[src/rtl/sio_pkg.sv]
package sio_pkg;
  typedef enum logic [1:0] {
    SEL_CTRL = 2'd0,
    SEL_FCR  = 2'd1,
    SEL_STAT = 2'd2,
    SEL_LINE = 2'd3
  } sio_sel_e;

  // status bit positions
  localparam int ST_DR   = 0;
  localparam int ST_RDF  = 1;
  localparam int ST_PER  = 2;
  localparam int ST_FER  = 3;
  localparam int ST_BRK  = 4;
  localparam int ST_TDFE = 5;
  localparam int ST_TEND = 6;
  localparam int ST_ER   = 7;

  // control bit positions
  localparam int CT_TIE  = 7;
  localparam int CT_RIE  = 6;
  localparam int CT_TE   = 5;
  localparam int CT_RE   = 4;
  localparam int CT_REIE = 3;

  // FIFO control bit positions
  localparam int FC_TRST = 2;
  localparam int FC_RRST = 1;
  localparam int FC_LOOP = 0;

  localparam logic [7:0] STATUS_RESET = 8'h60;

  function automatic int clamp_depth(input int v, input int depth);
    return (v > depth) ? depth : v;
  endfunction

  function automatic int rx_trig_of(input logic [1:0] code, input int depth);
    int v;
    case (code)
      2'd0:    v = 1;
      2'd1:    v = 4;
      2'd2:    v = 8;
      default: v = 14;
    endcase
    return clamp_depth(v, depth);
  endfunction

  function automatic int tx_trig_of(input logic [1:0] code, input int depth);
    int v;
    case (code)
      2'd0:    v = 8;
      2'd1:    v = 4;
      2'd2:    v = 2;
      default: v = 1;
    endcase
    return clamp_depth(v, depth);
  endfunction
endpackage

[src/rtl/sio_ctrl_regs.sv]
module sio_ctrl_regs
  import sio_pkg::*;
#(
  parameter int DEPTH = 16,
  parameter int CNT_W = $clog2(DEPTH + 1)
) (
  input  logic             clk,
  input  logic             rst_n,
  input  logic             ctrl_wr,
  input  logic             fcr_wr,
  input  logic [7:0]       wdata,
  output logic [7:0]       ctrl_q,
  output logic [7:0]       fcr_q,
  output logic             tx_clr,
  output logic             rx_clr,
  output logic [CNT_W-1:0] rx_thr,
  output logic [CNT_W-1:0] tx_thr
);
  localparam logic [7:0] FCR_KEEP = ~((8'h1 << FC_TRST) | (8'h1 << FC_RRST));

  always_ff @(posedge clk) begin
    if (!rst_n) begin
      ctrl_q <= '0;
      fcr_q  <= '0;
    end else begin
      if (ctrl_wr) ctrl_q <= wdata;
      if (fcr_wr)  fcr_q  <= wdata & FCR_KEEP;
    end
  end

  // clear pulses are live during the write cycle
  assign tx_clr = fcr_wr & wdata[FC_TRST];
  assign rx_clr = fcr_wr & wdata[FC_RRST];

  assign rx_thr = CNT_W'(rx_trig_of(fcr_q[7:6], DEPTH));
  assign tx_thr = CNT_W'(tx_trig_of(fcr_q[5:4], DEPTH));

  AST_FCR_RESET_BITS_READ_ZERO: assert property (@(posedge clk) disable iff (!rst_n)
    fcr_wr |=> (fcr_q[FC_TRST] == 1'b0 && fcr_q[FC_RRST] == 1'b0));
endmodule

[src/rtl/sio_frame_router.sv]
module sio_frame_router #(
  parameter int DEPTH = 16,
  parameter int CNT_W = $clog2(DEPTH + 1)
) (
  input  logic             clk,
  input  logic             rst_n,
  input  logic             frame_tick,
  input  logic             tx_en,
  input  logic             rx_en,
  input  logic             loop_en,
  input  logic             overrun,
  input  logic [CNT_W-1:0] tx_count,
  input  logic             line_rx_avail,
  output logic             tx_pop,
  output logic             line_tx_valid,
  output logic             loop_push,
  output logic             line_rx_pop,
  output logic             rx_push
);
  logic rx_accept;

  assign rx_accept     = rx_en & ~overrun;
  assign tx_pop        = frame_tick & tx_en & (tx_count != '0);
  assign line_tx_valid = tx_pop & ~loop_en;
  assign loop_push     = tx_pop & loop_en & rx_accept;
  assign line_rx_pop   = frame_tick & ~loop_en & rx_accept & line_rx_avail;
  assign rx_push       = loop_push | line_rx_pop;

  AST_LOOP_NOT_ON_LINE: assert property (@(posedge clk) disable iff (!rst_n)
    $onehot0({loop_push, line_tx_valid}));
  AST_LOOP_BLOCKS_LINE_RX: assert property (@(posedge clk) disable iff (!rst_n)
    loop_push |-> !line_rx_pop);
  AST_OVERRUN_STOPS_RX: assert property (@(posedge clk) disable iff (!rst_n)
    overrun |-> !rx_push);
endmodule

[src/rtl/sio_status_flags.sv]
module sio_status_flags
  import sio_pkg::*;
#(
  parameter int DEPTH = 16,
  parameter int CNT_W = $clog2(DEPTH + 1)
) (
  input  logic             clk,
  input  logic             rst_n,
  input  logic             st_wr,
  input  logic             ls_wr,
  input  logic [7:0]       wdata,
  input  logic [CNT_W-1:0] tx_count,
  input  logic [CNT_W-1:0] rx_count,
  input  logic [CNT_W-1:0] tx_thr,
  input  logic [CNT_W-1:0] rx_thr,
  input  logic             tx_clr,
  input  logic             rx_clr,
  input  logic             frame_tick,
  input  logic             tx_pop,
  input  logic             rx_push,
  input  logic             err_frame,
  input  logic             err_parity,
  input  logic             brk_det,
  output logic [7:0]       st_q,
  output logic             ovr_q
);
  logic [7:0]       st_n;
  logic             ovr_n;
  logic             rcvd_q;
  logic [CNT_W-1:0] tx_left;
  logic [CNT_W:0]   rx_after;
  logic             rx_full;
  logic             dr_set;

  assign tx_left  = tx_count - CNT_W'(1);
  assign rx_after = {1'b0, rx_count} + (CNT_W + 1)'(1);
  assign rx_full  = (rx_count >= CNT_W'(DEPTH));
  assign dr_set   = frame_tick & ~rx_push & ~rcvd_q &
                    (rx_count != '0) & (rx_count < rx_thr);

  always_comb begin
    st_n  = st_q;
    ovr_n = ovr_q;
    if (st_wr) begin
      st_n = st_q & wdata;
      if (tx_count != '0)     st_n[ST_TEND] = 1'b1;
      if (tx_count <= tx_thr) st_n[ST_TDFE] = 1'b1;
      if (rx_count >= rx_thr) st_n[ST_RDF]  = 1'b1;
    end
    if (ls_wr && !wdata[0]) ovr_n = 1'b0;
    if (tx_pop) begin
      if (tx_left <= tx_thr)      st_n[ST_TDFE] = 1'b1;
      if (tx_count == CNT_W'(1))  st_n[ST_TEND] = 1'b1;
    end
    if (rx_push) begin
      if (rx_full) begin
        ovr_n = 1'b1;
      end else begin
        if (rx_after >= {1'b0, rx_thr}) st_n[ST_RDF] = 1'b1;
        if (err_frame) begin
          st_n[ST_ER]  = 1'b1;
          st_n[ST_FER] = 1'b1;
        end
        if (err_parity) begin
          st_n[ST_ER]  = 1'b1;
          st_n[ST_PER] = 1'b1;
        end
      end
    end
    if (dr_set)  st_n[ST_DR]  = 1'b1;
    if (brk_det) st_n[ST_BRK] = 1'b1;
    if (tx_clr) begin
      st_n[ST_TEND] = 1'b1;
      st_n[ST_TDFE] = 1'b1;
    end
    if (rx_clr) begin
      st_n[ST_DR]  = 1'b0;
      st_n[ST_RDF] = 1'b0;
    end
  end

  always_ff @(posedge clk) begin
    if (!rst_n) begin
      st_q   <= STATUS_RESET;
      ovr_q  <= 1'b0;
      rcvd_q <= 1'b0;
    end else begin
      st_q  <= st_n;
      ovr_q <= ovr_n;
      if (frame_tick) rcvd_q <= rx_push;
    end
  end

  AST_TEND_HELD_WHILE_BUSY: assert property (@(posedge clk) disable iff (!rst_n)
    (st_wr && tx_count != '0) |=> st_q[ST_TEND]);
  AST_RDF_HELD_AT_LEVEL: assert property (@(posedge clk) disable iff (!rst_n)
    (st_wr && rx_count >= rx_thr && !rx_clr) |=> st_q[ST_RDF]);
  AST_RX_CLEAR_DROPS_FLAGS: assert property (@(posedge clk) disable iff (!rst_n)
    rx_clr |=> (!st_q[ST_DR] && !st_q[ST_RDF]));
  AST_TX_CLEAR_SETS_FLAGS: assert property (@(posedge clk) disable iff (!rst_n)
    tx_clr |=> (st_q[ST_TEND] && st_q[ST_TDFE]));
  AST_OVERRUN_STICKY: assert property (@(posedge clk) disable iff (!rst_n)
    (ovr_q && !(ls_wr && !wdata[0])) |=> ovr_q);
  AST_FULL_PUSH_OVERRUNS: assert property (@(posedge clk) disable iff (!rst_n)
    (rx_push && rx_full) |=> ovr_q);
  AST_BREAK_LATCHED: assert property (@(posedge clk) disable iff (!rst_n)
    brk_det |=> st_q[ST_BRK]);
endmodule

[src/rtl/sio_irq_gate.sv]
module sio_irq_gate
  import sio_pkg::*;
(
  input  logic       clk,
  input  logic       rst_n,
  input  logic       tie,
  input  logic       rie,
  input  logic       reie,
  input  logic [7:0] st_q,
  input  logic       ovr_q,
  output logic       irq_tx,
  output logic       irq_rx,
  output logic       irq_err,
  output logic       irq_brk
);
  logic err_en;
  logic pend_tx, pend_rx, pend_err, pend_brk;

  assign err_en   = rie | reie;
  assign pend_tx  = st_q[ST_TDFE];
  assign pend_rx  = st_q[ST_DR] | st_q[ST_RDF];
  assign pend_err = st_q[ST_ER] | ovr_q;
  assign pend_brk = st_q[ST_BRK];

  assign irq_tx  = tie    & pend_tx;
  assign irq_rx  = rie    & pend_rx;
  assign irq_err = err_en & pend_err;
  assign irq_brk = err_en & pend_brk;

  AST_TX_IRQ_FOLLOWS_ENABLE: assert property (@(posedge clk) disable iff (!rst_n)
    $fell(tie) |-> !irq_tx);
  AST_RX_IRQ_FOLLOWS_ENABLE: assert property (@(posedge clk) disable iff (!rst_n)
    $fell(rie) |-> !irq_rx);
  AST_ERR_IRQ_NEEDS_CAUSE: assert property (@(posedge clk) disable iff (!rst_n)
    irq_err |-> (st_q[ST_ER] || ovr_q));
endmodule

[src/rtl/sio_status_block.sv]
module sio_status_block
  import sio_pkg::*;
#(
  parameter int DEPTH = 16,
  parameter int CNT_W = $clog2(DEPTH + 1)
) (
  input  logic             clk,
  input  logic             rst_n,
  input  logic             reg_wr,
  input  logic [1:0]       reg_sel,
  input  logic [7:0]       reg_wdata,
  input  logic [CNT_W-1:0] tx_count,
  input  logic [CNT_W-1:0] rx_count,
  input  logic             frame_tick,
  input  logic             line_rx_avail,
  input  logic             rx_frame_err,
  input  logic             rx_parity_err,
  input  logic             brk_det,
  output logic [7:0]       ctrl_q,
  output logic [7:0]       fcr_q,
  output logic [7:0]       status_q,
  output logic             overrun_q,
  output logic [CNT_W-1:0] rx_thr,
  output logic [CNT_W-1:0] tx_thr,
  output logic             tx_fifo_clr,
  output logic             rx_fifo_clr,
  output logic             tx_pop,
  output logic             line_tx_valid,
  output logic             loop_push,
  output logic             line_rx_pop,
  output logic             irq_tx,
  output logic             irq_rx,
  output logic             irq_err,
  output logic             irq_brk
);
  logic ctrl_wr, fcr_wr, st_wr, ls_wr;
  logic rx_push;
  logic err_frame, err_parity;

  assign ctrl_wr = reg_wr && (reg_sel == SEL_CTRL);
  assign fcr_wr  = reg_wr && (reg_sel == SEL_FCR);
  assign st_wr   = reg_wr && (reg_sel == SEL_STAT);
  assign ls_wr   = reg_wr && (reg_sel == SEL_LINE);

  assign err_frame  = line_rx_pop & rx_frame_err;
  assign err_parity = line_rx_pop & rx_parity_err;

  sio_ctrl_regs #(.DEPTH(DEPTH), .CNT_W(CNT_W)) u_ctrl (
    .clk    (clk),
    .rst_n  (rst_n),
    .ctrl_wr(ctrl_wr),
    .fcr_wr (fcr_wr),
    .wdata  (reg_wdata),
    .ctrl_q (ctrl_q),
    .fcr_q  (fcr_q),
    .tx_clr (tx_fifo_clr),
    .rx_clr (rx_fifo_clr),
    .rx_thr (rx_thr),
    .tx_thr (tx_thr)
  );

  sio_frame_router #(.DEPTH(DEPTH), .CNT_W(CNT_W)) u_route (
    .clk          (clk),
    .rst_n        (rst_n),
    .frame_tick   (frame_tick),
    .tx_en        (ctrl_q[CT_TE]),
    .rx_en        (ctrl_q[CT_RE]),
    .loop_en      (fcr_q[FC_LOOP]),
    .overrun      (overrun_q),
    .tx_count     (tx_count),
    .line_rx_avail(line_rx_avail),
    .tx_pop       (tx_pop),
    .line_tx_valid(line_tx_valid),
    .loop_push    (loop_push),
    .line_rx_pop  (line_rx_pop),
    .rx_push      (rx_push)
  );

  sio_status_flags #(.DEPTH(DEPTH), .CNT_W(CNT_W)) u_flags (
    .clk       (clk),
    .rst_n     (rst_n),
    .st_wr     (st_wr),
    .ls_wr     (ls_wr),
    .wdata     (reg_wdata),
    .tx_count  (tx_count),
    .rx_count  (rx_count),
    .tx_thr    (tx_thr),
    .rx_thr    (rx_thr),
    .tx_clr    (tx_fifo_clr),
    .rx_clr    (rx_fifo_clr),
    .frame_tick(frame_tick),
    .tx_pop    (tx_pop),
    .rx_push   (rx_push),
    .err_frame (err_frame),
    .err_parity(err_parity),
    .brk_det   (brk_det),
    .st_q      (status_q),
    .ovr_q     (overrun_q)
  );

  sio_irq_gate u_irq (
    .clk    (clk),
    .rst_n  (rst_n),
    .tie    (ctrl_q[CT_TIE]),
    .rie    (ctrl_q[CT_RIE]),
    .reie   (ctrl_q[CT_REIE]),
    .st_q   (status_q),
    .ovr_q  (overrun_q),
    .irq_tx (irq_tx),
    .irq_rx (irq_rx),
    .irq_err(irq_err),
    .irq_brk(irq_brk)
  );

  AST_BREAK_RAISES_IRQ: assert property (@(posedge clk) disable iff (!rst_n)
    (brk_det && (ctrl_q[CT_RIE] || ctrl_q[CT_REIE]) && !ctrl_wr) |=> irq_brk);
  AST_LOOP_PUSH_NEEDS_POP: assert property (@(posedge clk) disable iff (!rst_n)
    loop_push |-> (tx_pop && fcr_q[FC_LOOP]));
endmodule

[config.mk]
export PLATFORM = sky130hd
export DESIGN_NAME = sio_status_block
export DESIGN_NICKNAME = d
export VERILOG_FILES = /design/src/rtl/sio_pkg.sv /design/src/rtl/sio_ctrl_regs.sv /design/src/rtl/sio_frame_router.sv /design/src/rtl/sio_status_flags.sv /design/src/rtl/sio_irq_gate.sv /design/src/rtl/sio_status_block.sv
export SDC_FILE = /design/constraint.sdc
export NUM_CORES = 1
export LEC_CHECK = 0
export BUFFER_PORTS_ARGS = -buffer_cell sky130_fd_sc_hd__clkbuf_2
export CAP_MARGIN = 20
export CORE_ASPECT_RATIO = 1.2
export CORE_UTILIZATION = 30
export CTS_BUF_LIST = sky130_fd_sc_hd__clkbuf_4 sky130_fd_sc_hd__clkbuf_8
export CTS_CLUSTER_SIZE = 10
export DETAILED_ROUTE_END_ITERATION = 16
export SLEW_MARGIN = 10
export SYNTH_ARGS = -nofsm -noshare
export SYNTH_HDL_FRONTEND = slang
export SYNTH_SLANG_ARGS = --single-unit
[constraint.sdc]
create_clock -name clk -period 1.84 [get_ports clk]
set_input_delay 0.184 -clock clk [delete_from_list [all_inputs] [get_ports clk]]
set_output_delay 0.184 -clock clk [all_outputs]
set_load 0.1 [all_outputs]
After elaboration in Yosys (flattened, before gate mapping)
Index checks and enable logic that the tools add are counted.
{ "totals": {"ff_bits": 24, "input_bits": 28, "out_inout_bits": 45, "word_cells": 98} }
{ "classes": {"add_sub_neg": 2, "n_lt_le_gt_ge": 8, "eq_ne": 8, "mux": 25, "bitwise": 31, "n_reduce_logical": 15} }
{ "op_table": {"columns": ["operator", "count"], "rows": [
  ["one-hot mux 4 bit (3 select lines)", 2],
  ["AND 1 bit", 21],
  ["two-way mux 1 bit", 17],
  ["greater-than comparator 4 x 5 -> 1 bit (second input constant)", 2],
  ["less-or-equal comparator 5 bit", 2],
  ["two-way mux 5 bit", 2],
  ["nonzero test 5 bit", 2],
  ["AND 8 bit", 1],
  ["equality test 2 bit (second input constant)", 4],
  ["two-way mux 8 bit", 1],
  ["adder 5 x 1 -> 6 bit (second input constant)", 1],
  ["equality test 2 x 1 -> 1 bit (second input constant)", 3],
  [">= comparator 6 x 5 -> 1 bit", 1],
  ["zero test 2 bit", 3],
  ["two-way mux 3 bit", 2],
  ["equality test 5 x 1 -> 1 bit (second input constant)", 1],
  [">= comparator 5 bit", 1],
  [">= comparator 5 bit (second input constant)", 1],
  ["logical AND 1 bit", 5],
  ["less-than comparator 5 bit", 1],
  ["inverter 1 bit", 5],
  ["subtractor 5 x 1 -> 5 bit (second input constant)", 1],
  ["OR 1 bit", 4],
  ["nonzero test 2 bit", 2],
  ["other kinds (3)", 4]
]} }

Logic depth before layout (Yosys ltp)
Gate-level depths: netlist of the first run.
{ "depth": {"depth_word": 11, "depth_mapped": 8} }

Hierarchy
Synthesis of the first run repeated with hierarchy kept, for this count alone.
{ "unflattened": {"hier_cells": 206, "hier_area_um2": 1825.5} }
{ "by_module_without_submodules": {"columns": ["module", "instances", "cells_per_inst", "area_per_inst_um2", "seq_area_each_um2"], "rows": [
  ["sio_status_flags", 1, 123, 1026.0, 200.2],
  ["sio_ctrl_regs", 1, 60, 621.8, 280.3],
  ["sio_frame_router", 1, 13, 97.6, 0.0],
  ["sio_status_block", 1, 6, 50.0, 0.0],
  ["sio_irq_gate", 1, 4, 30.0, 0.0]
]} }

Worst setup path before layout of the first run
OpenSTA, ideal clock, no wires.
{ "synth_timing": {"kind": "flip-flop to flip-flop", "from": "reg u_ctrl.fcr_q[6]", "to": "reg u_flags.st_q[0]", "setup_ns": 0.071, "arrival_time_ns": 3.178, "t_required_ns": 1.769, "setup_slack_ns": -1.409, "stages_incl_launch_ff": 6, "path_buffers": 0, "synth_period_minus_slack_ns": 3.249, "path_cell_list": "dfxtp_1 nor2_1 ha_1 o21ai_0 or4b_1 a21oi_1"} }
{ "synth_between": {"elab_chain_cells": 7, "elab_cells_between_ends": 10, "cone_classes": "2 x order compare; 2 x eq/ne; 3 x mux; 1 x bitwise; 2 x reduce/logical"} }
{ "synth_lines": {"columns": ["element", "line", "source"], "rows": [
  ["start: declaration", "sio_ctrl_regs.sv:13", "output logic [7:0] fcr_q,"],
  ["start signal: assignment", "sio_ctrl_regs.sv:27", "if (fcr_wr) fcr_q <= wdata & FCR_KEEP;"],
  ["equality test 2 bit, or another cell as far along", "sio_pkg.sv:39", "case (code)"],
  ["one-hot mux 4 bit (3 select lines) *", "sio_pkg.sv:39", null],
  ["greater-than comparator 4 x 5 -> 1 bit", "sio_pkg.sv:34", "return (v > depth) ? depth : v;"],
  ["two-way mux 5 bit *", "sio_pkg.sv:34", null],
  ["via rx_thr[0]", "sio_status_block.sv:23", "output logic [CNT_W-1:0] rx_thr,"],
  ["less-than comparator 5 bit *", "sio_status_flags.sv:39", "(rx_count != '0) & (rx_count < rx_thr);"],
  ["AND 1 bit *", "sio_status_flags.sv:39", null],
  ["two-way mux 1 bit or nonzero test 2 bit (tied branches)", null, null],
  ["end signal: assignment", "sio_status_flags.sv:88", "st_q <= st_n;"],
  ["end: declaration", "sio_status_flags.sv:24", "output logic [7:0] st_q,"]
]} }
Mark *: on every way through the listed nets, which the timed path passes. The rest lies on a longest branch.
A chain may end at the register's enable or synchronous reset.

Worst setup path after layout of the first run
{ "layout_timing": {"from": "reg u_ctrl.fcr_q[4]", "to": "reg u_flags.st_q[5]"} }
{ "layout_between": {"elab_chain_cells": 9, "elab_cells_between_ends": 12, "cone_classes": "3 x order compare; 2 x eq/ne; 6 x mux; 1 x reduce/logical"} }
{ "layout_lines": {"columns": ["element", "line", "source"], "rows": [
  ["equality test 2 bit, or another cell as far along", "sio_pkg.sv:50", "case (code)"],
  ["one-hot mux 4 bit (3 select lines) *", "sio_pkg.sv:50", null],
  ["greater-than comparator 4 x 5 -> 1 bit", "sio_pkg.sv:34", null],
  ["two-way mux 5 bit *", "sio_pkg.sv:34", null],
  ["less-or-equal comparator 5 bit", "sio_status_flags.sv:47", "if (tx_count <= tx_thr) st_n[ST_TDFE] = 1'b1;"],
  ["two-way mux 1 bit", "sio_status_flags.sv:47", null],
  ["two-way mux 8 bit", "sio_status_flags.sv:44", "if (st_wr) begin"],
  ["two-way mux 1 bit", "sio_status_flags.sv:52", "if (tx_left <= tx_thr) st_n[ST_TDFE] = 1'b1;"],
  ["two-way mux 2 bit *", "sio_status_flags.sv:51", "if (tx_pop) begin"]
]} }
Mark *: on every way between the ends. The rest lies on a longest branch, timed or not. The select of a mux whose other input is x is not followed.

==> impl_metrics.ini, run 1 <==
[detailed_routing]
first_iter_violations = 44
first_pass_iters = 10
ant_nets = 0
via_per_inst = 4.90
wl_per_cell_um = 13.4
drc_errors = 4
wl_mm = 4.49
vias = 1638

[clock_network]
numCtsBuffers = 3
htree_levels = 1
cts_tree = yes
clk_pin_slew_worst_paths_ns = 0.09
cts_root_buf = clkbuf_8
cts.sinks = 24
clk_latency_ns = 0.26
ctsHoldBuffers = 0
clockBufferDepth = 2

[timing]
hold_violations = 0
fin_crit_sh_pct = 94.6
tns_ns = 0
worst_slew_pin_slew_ns = 0.562
slew_violations = 0
finalCriticalPeriod_ns = 1.74
fmax_ghz = 0.575
relSlewSlack_pct = 62.7
setup_viol = 0
finClkSkew_ns = 0.00147
rsz0062_at_grt = false

[synth]
synthArstFlopShare_pct = 0
synth_most_common_cell = dfxtp_1
synth.distinct_cells = 45
ys.flop_type = dfxtp_1
syn_inst = 208
synth_area_leaders = dfxtp_1 28%, ha_1 15%, nand2_1 5.0%
synth_edf_count = 0
syn_avg_cell_area_um2 = 8.24
ys_ff_latch = 24
synth_top_cell_by_area = dfxtp_1
netlist_area_um2 = 1710
yosysWarnings = 0
ys_top_cells_by_count = 24 x dfxtp_1, 23 x nand2_1, 21 x ha_1
ys_seq_area_share_pct = 28.0
synth.top_cell.area_share_pct = 28.0

[cells_and_area]
antennaDiodeCount = 0
ff_latch_area_um2 = 499
nets = 322
multi_input_area_um2 = 1090
drive_gt1_share_pct = 37.1
nFillCells = 561
syn_to_final_growth_pct = 31.9

[setup_path]
cp_data_required_time_ns = 1.99
crit_fanout = 6
crit-reg2reg-launch = u_ctrl.fcr_q[4]
end_kind = flop
startpoint_type = flop
cp.arrival_ns = 1.89
startpoint = u_ctrl.fcr_q[4]
crit_type = flop to flop

[outcome]
status = finished, violations left
violations = design-rule violations

[place]
port-buffer-count = 68
hpwlAfterDp_mm = 3.75
globalplace.congestion = 0.847

[global_route]
grt_usage_pct = 14.9
grt_pass1_wl_mm = 7.18
gr-total-overflow = 0
antenna_found_initial = 0
grt_max_degree = 24
grt_pass1_vias = 1519

[die]
io_pins = 73
fp.dieW_um = 71.0
start_util_pct = 31.7
dieArea_um2 = 6020
coreArea_um2 = 5410
die_h_um = 84.8
rows = 29

[flow_run]
drv_cap = 0

[worst_hold_path]
hp-class = input port to flop
hold_start = brk_det

[power]
total_power_mw = 1.38
power_density_nw_per_um2 = 611
peakVddDrop_mv = 0.381
p_leak_nw = 1.07
[state kept, by name, indices dropped and copies added, names as in the netlist]
name	cells
u_ctrl.fcr_q	6
u_flags.rcvd_q	1
u_flags.ovr_q	1
u_ctrl.ctrl_q	8
u_flags.st_q	8
[critical path, stage by stage, from the launching register on]
cell      delay [ns]
dfxtp_4         0.36
or2_2           0.32
ha_1            0.32
nand2_1         0.05
o21ai_0         0.13
a211oi_1        0.08
or3_1           0.36
[cells in the final DEF (no fill, tap or decap), types with 3 or more instances in the layout]
master    Yosys  final
a21boi_0      6      6
nand2b_1      3      3
inv_1        18     18
or2_2         3      3
nand2_1      23     22
nor2b_1      10     10
dfxtp_1      24     19
nand4b_1      3      3
nand3_1       3      3
buf_4        10      7
o21ai_0      12     12
o21a_1        5      3
xor2_1        3      3
a21boi_1      3      3
a211oi_1      3      3
dfxtp_4       0      5
clkbuf_2      0     62
ha_1         21     21
a21oi_1       9      9
nor2_1        5      3
mux2i_1       8      8
clkbuf_8      0      4
buf_12        0      5
conb_1        1      4
[cell families after synthesis]
family | count (synthesis) | share of synthesized area (%)
xor+xnor | 5 | 2.56
other cells | 1 | 0.219
flops | 24 | 28.0
mux | 8 | 4.68
buf+inv | 36 | 10.1
simple gates | 65 | 20.8
fa+ha+maj | 21 | 15.3
compound gates | 48 | 18.3
[per-stage QoR]
stage / std cells / hold WS, ns / area (um^2) / setup WS [ns] / utilization (%)
after floorplan: 211 / 0.308 / 1760 / -0.157 / -
after global placement: 330 / 0.401 / 2200 / 0.0472 / 40.7
after detailed placement: 330 / 0.405 / 2200 / 0.0177 / 40.7
after CTS: 334 / 0.124 / 2260 / 0.0814 / 41.7
after global routing: 334 / 0.122 / 2260 / 0.0104 / 41.8
final: 334 / 0.132 / 2260 / 0.0999 / 41.8
[layer usage]
layer  GRT usage [%]  part of all wire [%]  vias up
met2            25.6                    49       37
met3            1.56                   3.7        2
met4            2.73                  0.29        0
li1                -                     -      822
met1            20.4                    47      777
met5               0                     0        -
[timing repair]
item | 4_1_cts | 5_1_grt
setup endpoints to repair | 0 | 1
buffers inserted | 0 | 0
resized for setup | 0 | 1
[report_power, final]
part           internal, mW  switching (mW)  total, mW  leakage [nW]
sequential            0.530          0.0156      0.546         0.199
combinational         0.127           0.350      0.476         0.842
clock                 0.191           0.167      0.358        0.0288
total                 0.847           0.532       1.38          1.07
[area by class of cell]
class / instances / share of cell area [%]
clock buffer: 4 / 2.44
inverter: 19 / 3.16
multi-input combinational: 151 / 48.4
sequential: 24 / 22.1
tap: 62 / 3.43
timing repair buffer: 74 / 20.5
[path summary, 6_finish.rpt]
| path | depth (start not counted) | endpoint | slack, ns |
|---|---|---|---|
| setup / recovery | 6 | u_flags.st_q[5] | 0.1 |
| hold / removal | 2 | u_flags.st_q[4] | 0.13 |
| setup reg to reg | 6 | u_flags.st_q[5] | 0.1 |
| hold reg to reg | 2 | u_flags.st_q[3] | 0.48 |
(Power assumes the default switching activity.)
==> run 2, diff against run 1 <==
CELL_PAD_IN_SITES_DETAIL_PLACEMENT = 1   (was not set)
CELL_PAD_IN_SITES_GLOBAL_PLACEMENT = 1   (was not set)
PLACE_DENSITY_LB_ADDON = 0.1   (was not set)
==> impl_metrics.ini, run 2 (synthesis results as in run 1) <==
[outcome]
status = finished, violations left
violations = design-rule violations

[place]
globalplace.congestion = 0.728
dpl_cell_area_um2 = 2210
hpwlAfterDp_mm = 4.17
port-buffer-count = 68

[cells_and_area]
antennaDiodeCount = 0
multi_input_area_um2 = 1110
largest_registers = u_ctrl.ctrl_q: 8 flops, u_flags.st_q: 8 flops, u_ctrl.fcr_q: 6 flops
stdcell_area_um2 = 2300
drive_gt1_share_pct = 37.4
nFillCells = 684
mostFrequentLayoutCells = 62 x clkbuf_2, 23 x nand2_1, 20 x ha_1
ff_latch_area_um2 = 499
syn_to_final_growth_pct = 34.0
nets = 323
final_common_cell = clkbuf_2

[global_route]
grt_pass1_wl_mm = 8.31
grt_usage_pct = 17.6
grt_pass1_vias = 1670
gr-total-overflow = 0
use_met1_pct = 22.6
grt_max_degree = 20
use_met2_pct = 30.6
top_usage_layer = met2
grt_util_met3_pct = 3.24
antenna_found_initial = 0

[timing]
hold_violations = 0
rsz0062_at_grt = false
fin_crit_sh_pct = 94.7
finClkSkew_ns = 0.00664
worst_slew_pin_slew_ns = 0.550
relSlewSlack_pct = 63.5
whs_ns = 0.125
finalCriticalPeriod_ns = 1.74
fmax_ghz = 0.574
setup_viol = 0
slew_violations = 0

[clock_network]
clk_latency_ns = 0.27
ctsHoldBuffers = 0
clk_pin_slew_worst_paths_ns = 0.09
cts.sinks = 24
numCtsBuffers = 3
htree_levels = 1
clockBufferDepth = 2
cts_tree = yes
cts_root_buf = clkbuf_8

[power]
peakVddDrop_mv = 0.341
power_density_nw_per_um2 = 656
p_leak_nw = 1.08
total_power_mw = 1.51

[setup_path]
crit_fanout = 3
end_kind = output port
cp_num_buf_inv = 3
startpoint_type = flop
crit_type = flop to output port
cp_data_required_time_ns = 1.66
path_delay_family = flip-flops
path_cells = nand2_1, a21o_2, inv_2, buf_4, and3_2, buf_12
cp.arrival_ns = 1.56
slowest_stage = dfxtp_1
max_stage_delay_ns = 0.39

[die]
rows = 29
io_pins = 73
die_h_um = 84.8
coreArea_um2 = 5410
start_util_pct = 31.7
dieArea_um2 = 6020
fp.dieW_um = 71.0

[detailed_routing]
via_per_inst = 4.88
first_iter_violations = 57
wl_per_cell_um = 14.8
vias = 1634
drc_errors = 6
first_pass_iters = 10
wl_mm = 4.95
ant_nets = 0

[worst_hold_path]
hp-class = input port to flop

[flow_run]
drv_cap = 0
==> run 2: cell count changes in the layout (fill, tap and decap cells not counted) <==
cell	previous run	this run
buf_4	7	8
bufinv_16	0	1
clkbuf_8	4	3
ha_1	21	20
ha_4	0	1
nand2_1	22	23
nand2_2	1	0
or2_2	3	2
or2_4	0	1
==> run 2: worst paths after layout <==
path	startpoint	to	slack, ns	depth (start not counted)
worst max register to register	u_ctrl.fcr_q[6]	u_flags.st_q[0]	0.15	6
worst max-delay path	u_ctrl.ctrl_q[5]	loop_push	0.1	6
worst min register to register	u_ctrl.fcr_q[3]	u_ctrl.fcr_q[3]	0.48	2
worst min-delay path	brk_det	u_flags.st_q[4]	0.12	2
==> run 2: stage by stage <==
step / utilization (%) / std cells / setup TNS, ns / worst slack [ns]
after floorplan: - / 211 / -0.311 / -0.157
after global placement: 40.9 / 331 / 0 / 0.0691
after detailed placement: 40.9 / 331 / -0.00104 / -0.00104
after CTS: 42.2 / 335 / 0 / 0.00899
after global routing: 42.5 / 335 / 0 / 0.0249
final: 42.5 / 335 / 0 / 0.0977
==> run 2: cell type report <==
cell class	count	share of cell area [%]
multi-input cells	151	48.2
inverters	19	3.11
repair buffers	75	20.5
clock buffers	3	1.80
well taps	62	3.38
flip-flops and latches	24	21.7
clock inverters	1	1.31
==> run 2: repair_timing <==
| item | 4_1_cts | 5_1_grt |
|---|---|---|
| setup buffers | 0 | 0 |
| resized for setup | 0 | 2 |
| endpoints found under the setup margin | 0 | 1 |
==> run 2: metal layers <==
layer | wire, um | part of all wire [%]
met1 | 2260 | 46
met2 | 2430 | 49
met3 | 214 | 4.3
met4 | 40 | 0.81
met5 | 0 | 0
==> run 2: worst register-to-register path: cells and delay by family (launching register included) <==
family | cells | cell delay, ns
AND/OR/NAND/NOR | 3 | 0.69
AO/OA/AOI/OAI | 2 | 0.23
flip-flops | 1 | 0.40
adder cells (fa/ha/maj) | 1 | 0.29
==> run 2: power breakdown <==
part	switching [mW]	internal (mW)	total, mW
Combinational	0.356	0.131	0.487
Clock	0.181	0.291	0.473
Sequential	0.0157	0.530	0.546
==> run 3, diff against run 2 <==
clock period = 2.01 ns   (was 1.84 ns; I/O delays follow)
==> impl_metrics.ini, run 3 (synthesis results as in run 1) <==
[worst_hold_path]
min_path_cells = 2
whs_endpoint = u_flags.st_q[4]
hp-class = input port to flop
hold_start = brk_det

[cells_and_area]
drive_gt1_share_pct = 35.2
final_common_cell = clkbuf_2
multi_input_area_um2 = 1090
largest_registers = u_ctrl.ctrl_q: 8 flops, u_flags.st_q: 8 flops, u_ctrl.fcr_q: 6 flops
antennaDiodeCount = 0
syn_to_final_growth_pct = 28.9
nFillCells = 680
mostFrequentLayoutCells = 63 x clkbuf_2, 23 x nand2_1, 21 x ha_1
ff_latch_area_um2 = 489
final_cells = 332
nets = 320

[setup_path]
startpoint_type = flop
regToRegSetupSlack_ns = 0.22
reg2reg_to = u_flags.st_q[5]
rr_worst_depth = 6
cp.arrival_ns = 1.63
crit-reg2reg-launch = u_ctrl.fcr_q[4]
cp_data_required_time_ns = 1.81
crit_type = flop to output port
crit_fanout = 4
end_kind = output port

[clock_network]
cts.sinks = 24
clockBufferDepth = 2
cts_tree = yes
ctsHoldBuffers = 0
cts_root_buf = clkbuf_8
htree_levels = 1
post_cts_buffers = 0
numCtsBuffers = 3
ctsResizeCount = 0
clk_latency_ns = 0.28
clk_pin_slew_worst_paths_ns = 0.09

[detailed_routing]
first_iter_violations = 66
vias = 1619
drc_errors = 7
wl_per_cell_um = 14.7
ant_nets = 0
wl_mm = 4.88
via_per_inst = 4.88
first_pass_iters = 12

[die]
die_h_um = 84.8
start_util_pct = 31.7
fp.dieW_um = 71.0
dieArea_um2 = 6020
coreArea_um2 = 5410
io_pins = 73
rows = 29

[timing]
hold_violations = 0
finClkSkew_ns = 0.00575
rsz0062_at_grt = false
worst_slew_pin_slew_ns = 0.553
setup_viol = 0
finalCriticalPeriod_ns = 1.83
relSlewSlack_pct = 63.3
fin_crit_sh_pct = 91.2
tns_ns = 0
slew_violations = 0
fmax_ghz = 0.546

[place]
port-buffer-count = 68
dp_cells = 328
hpwlAfterDp_mm = 4.11
globalplace.congestion = 0.739

[global_route]
grt_pass1_vias = 1654
grt_pass1_wl_mm = 8.24
grt_usage_pct = 17.6
gr-total-overflow = 0
antenna_found_initial = 0
grt_max_degree = 24

[power]
power_density_nw_per_um2 = 622
combPwrFrac_pct = 31.4
net-switching-power_mw = 0.507
seqPwrFrac_pct = 36.7
peakVddDrop_mv = 0.274
p_int_mw = 0.867
clock_power_share_pct = 31.9
netSwitchingFraction_pct = 36.9
p_leak_nw = 1.06

[outcome]
status = finished, violations left
violations = design-rule violations

[flow_run]
drv_cap = 0
==> run 3: power by group through the flow <==
| stage | logic, mW | registers, mW | clock network, mW |
|---|---|---|---|
| 3_3_place_gp | 0.433 | 0.515 | 0 |
| 6_report | 0.432 | 0.504 | 0.438 |
| 5_1_grt | 0.468 | 0.506 | 0.480 |
| 2_1_floorplan | 0.263 | 0.587 | 0 |
| 4_1_cts | 0.437 | 0.504 | 0.452 |
| 3_5_place_dp | 0.436 | 0.516 | 0 |
==> run 3: worst max-delay path, stage by stage, from the launching register on <==
cell,delay [ns]
dfxtp_1,0.37
nor2b_2,0.22
and4b_2,0.30
clkbuf_2,0.47
==> run 3: per-stage QoR <==
stage	power, mW	hold slack [ns]	setup slack [ns]	cell area (um^2)	utilization [%]
after floorplan	0.851	0.325	-0.146	1750	-
after global placement	0.948	0.416	0.214	2140	39.5
after detailed placement	0.951	0.424	0.158	2140	39.5
after CTS	1.39	0.133	0.157	2210	40.8
after global routing	1.45	0.126	0.0863	2210	40.8
final	1.37	0.134	0.177	2210	40.8
==> run 3: how the worst max path moves through the flow <==
stage / from / to / slack (ns)
6_report: u_ctrl.ctrl_q[4] / line_rx_pop / 0.18
5_1_grt: u_ctrl.ctrl_q[4] / line_rx_pop / 0.09
4_1_cts: u_ctrl.ctrl_q[4] / line_rx_pop / 0.16
3_5_place_dp: tx_count[0] / u_flags.st_q[5] / 0.16
3_3_place_gp: tx_count[0] / u_flags.st_q[5] / 0.21
2_1_floorplan: u_flags.ovr_q / u_flags.st_q[0] / -0.15
==> run 3: metal layers <==
| layer | global-route usage [%] | up-vias | wire (um) |
|---|---|---|---|
| li1 | - | 822 | - |
| met5 | 0 | - | 0 |
| met3 | 3.24 | 7 | 230 |
| met1 | 21.7 | 746 | 2220 |
| met2 | 30.2 | 44 | 2330 |
| met4 | 7.09 | 0 | 99 |
==> run 3: layout make-up <==
type                       count  area share [%]
clock buffer                   3            1.87
inverter                      19            3.23
clock inverter                 1            1.36
timing repair buffer          72            18.5
multi-input combinational    151            49.4
tap                           62            3.51
sequential                    24            22.2
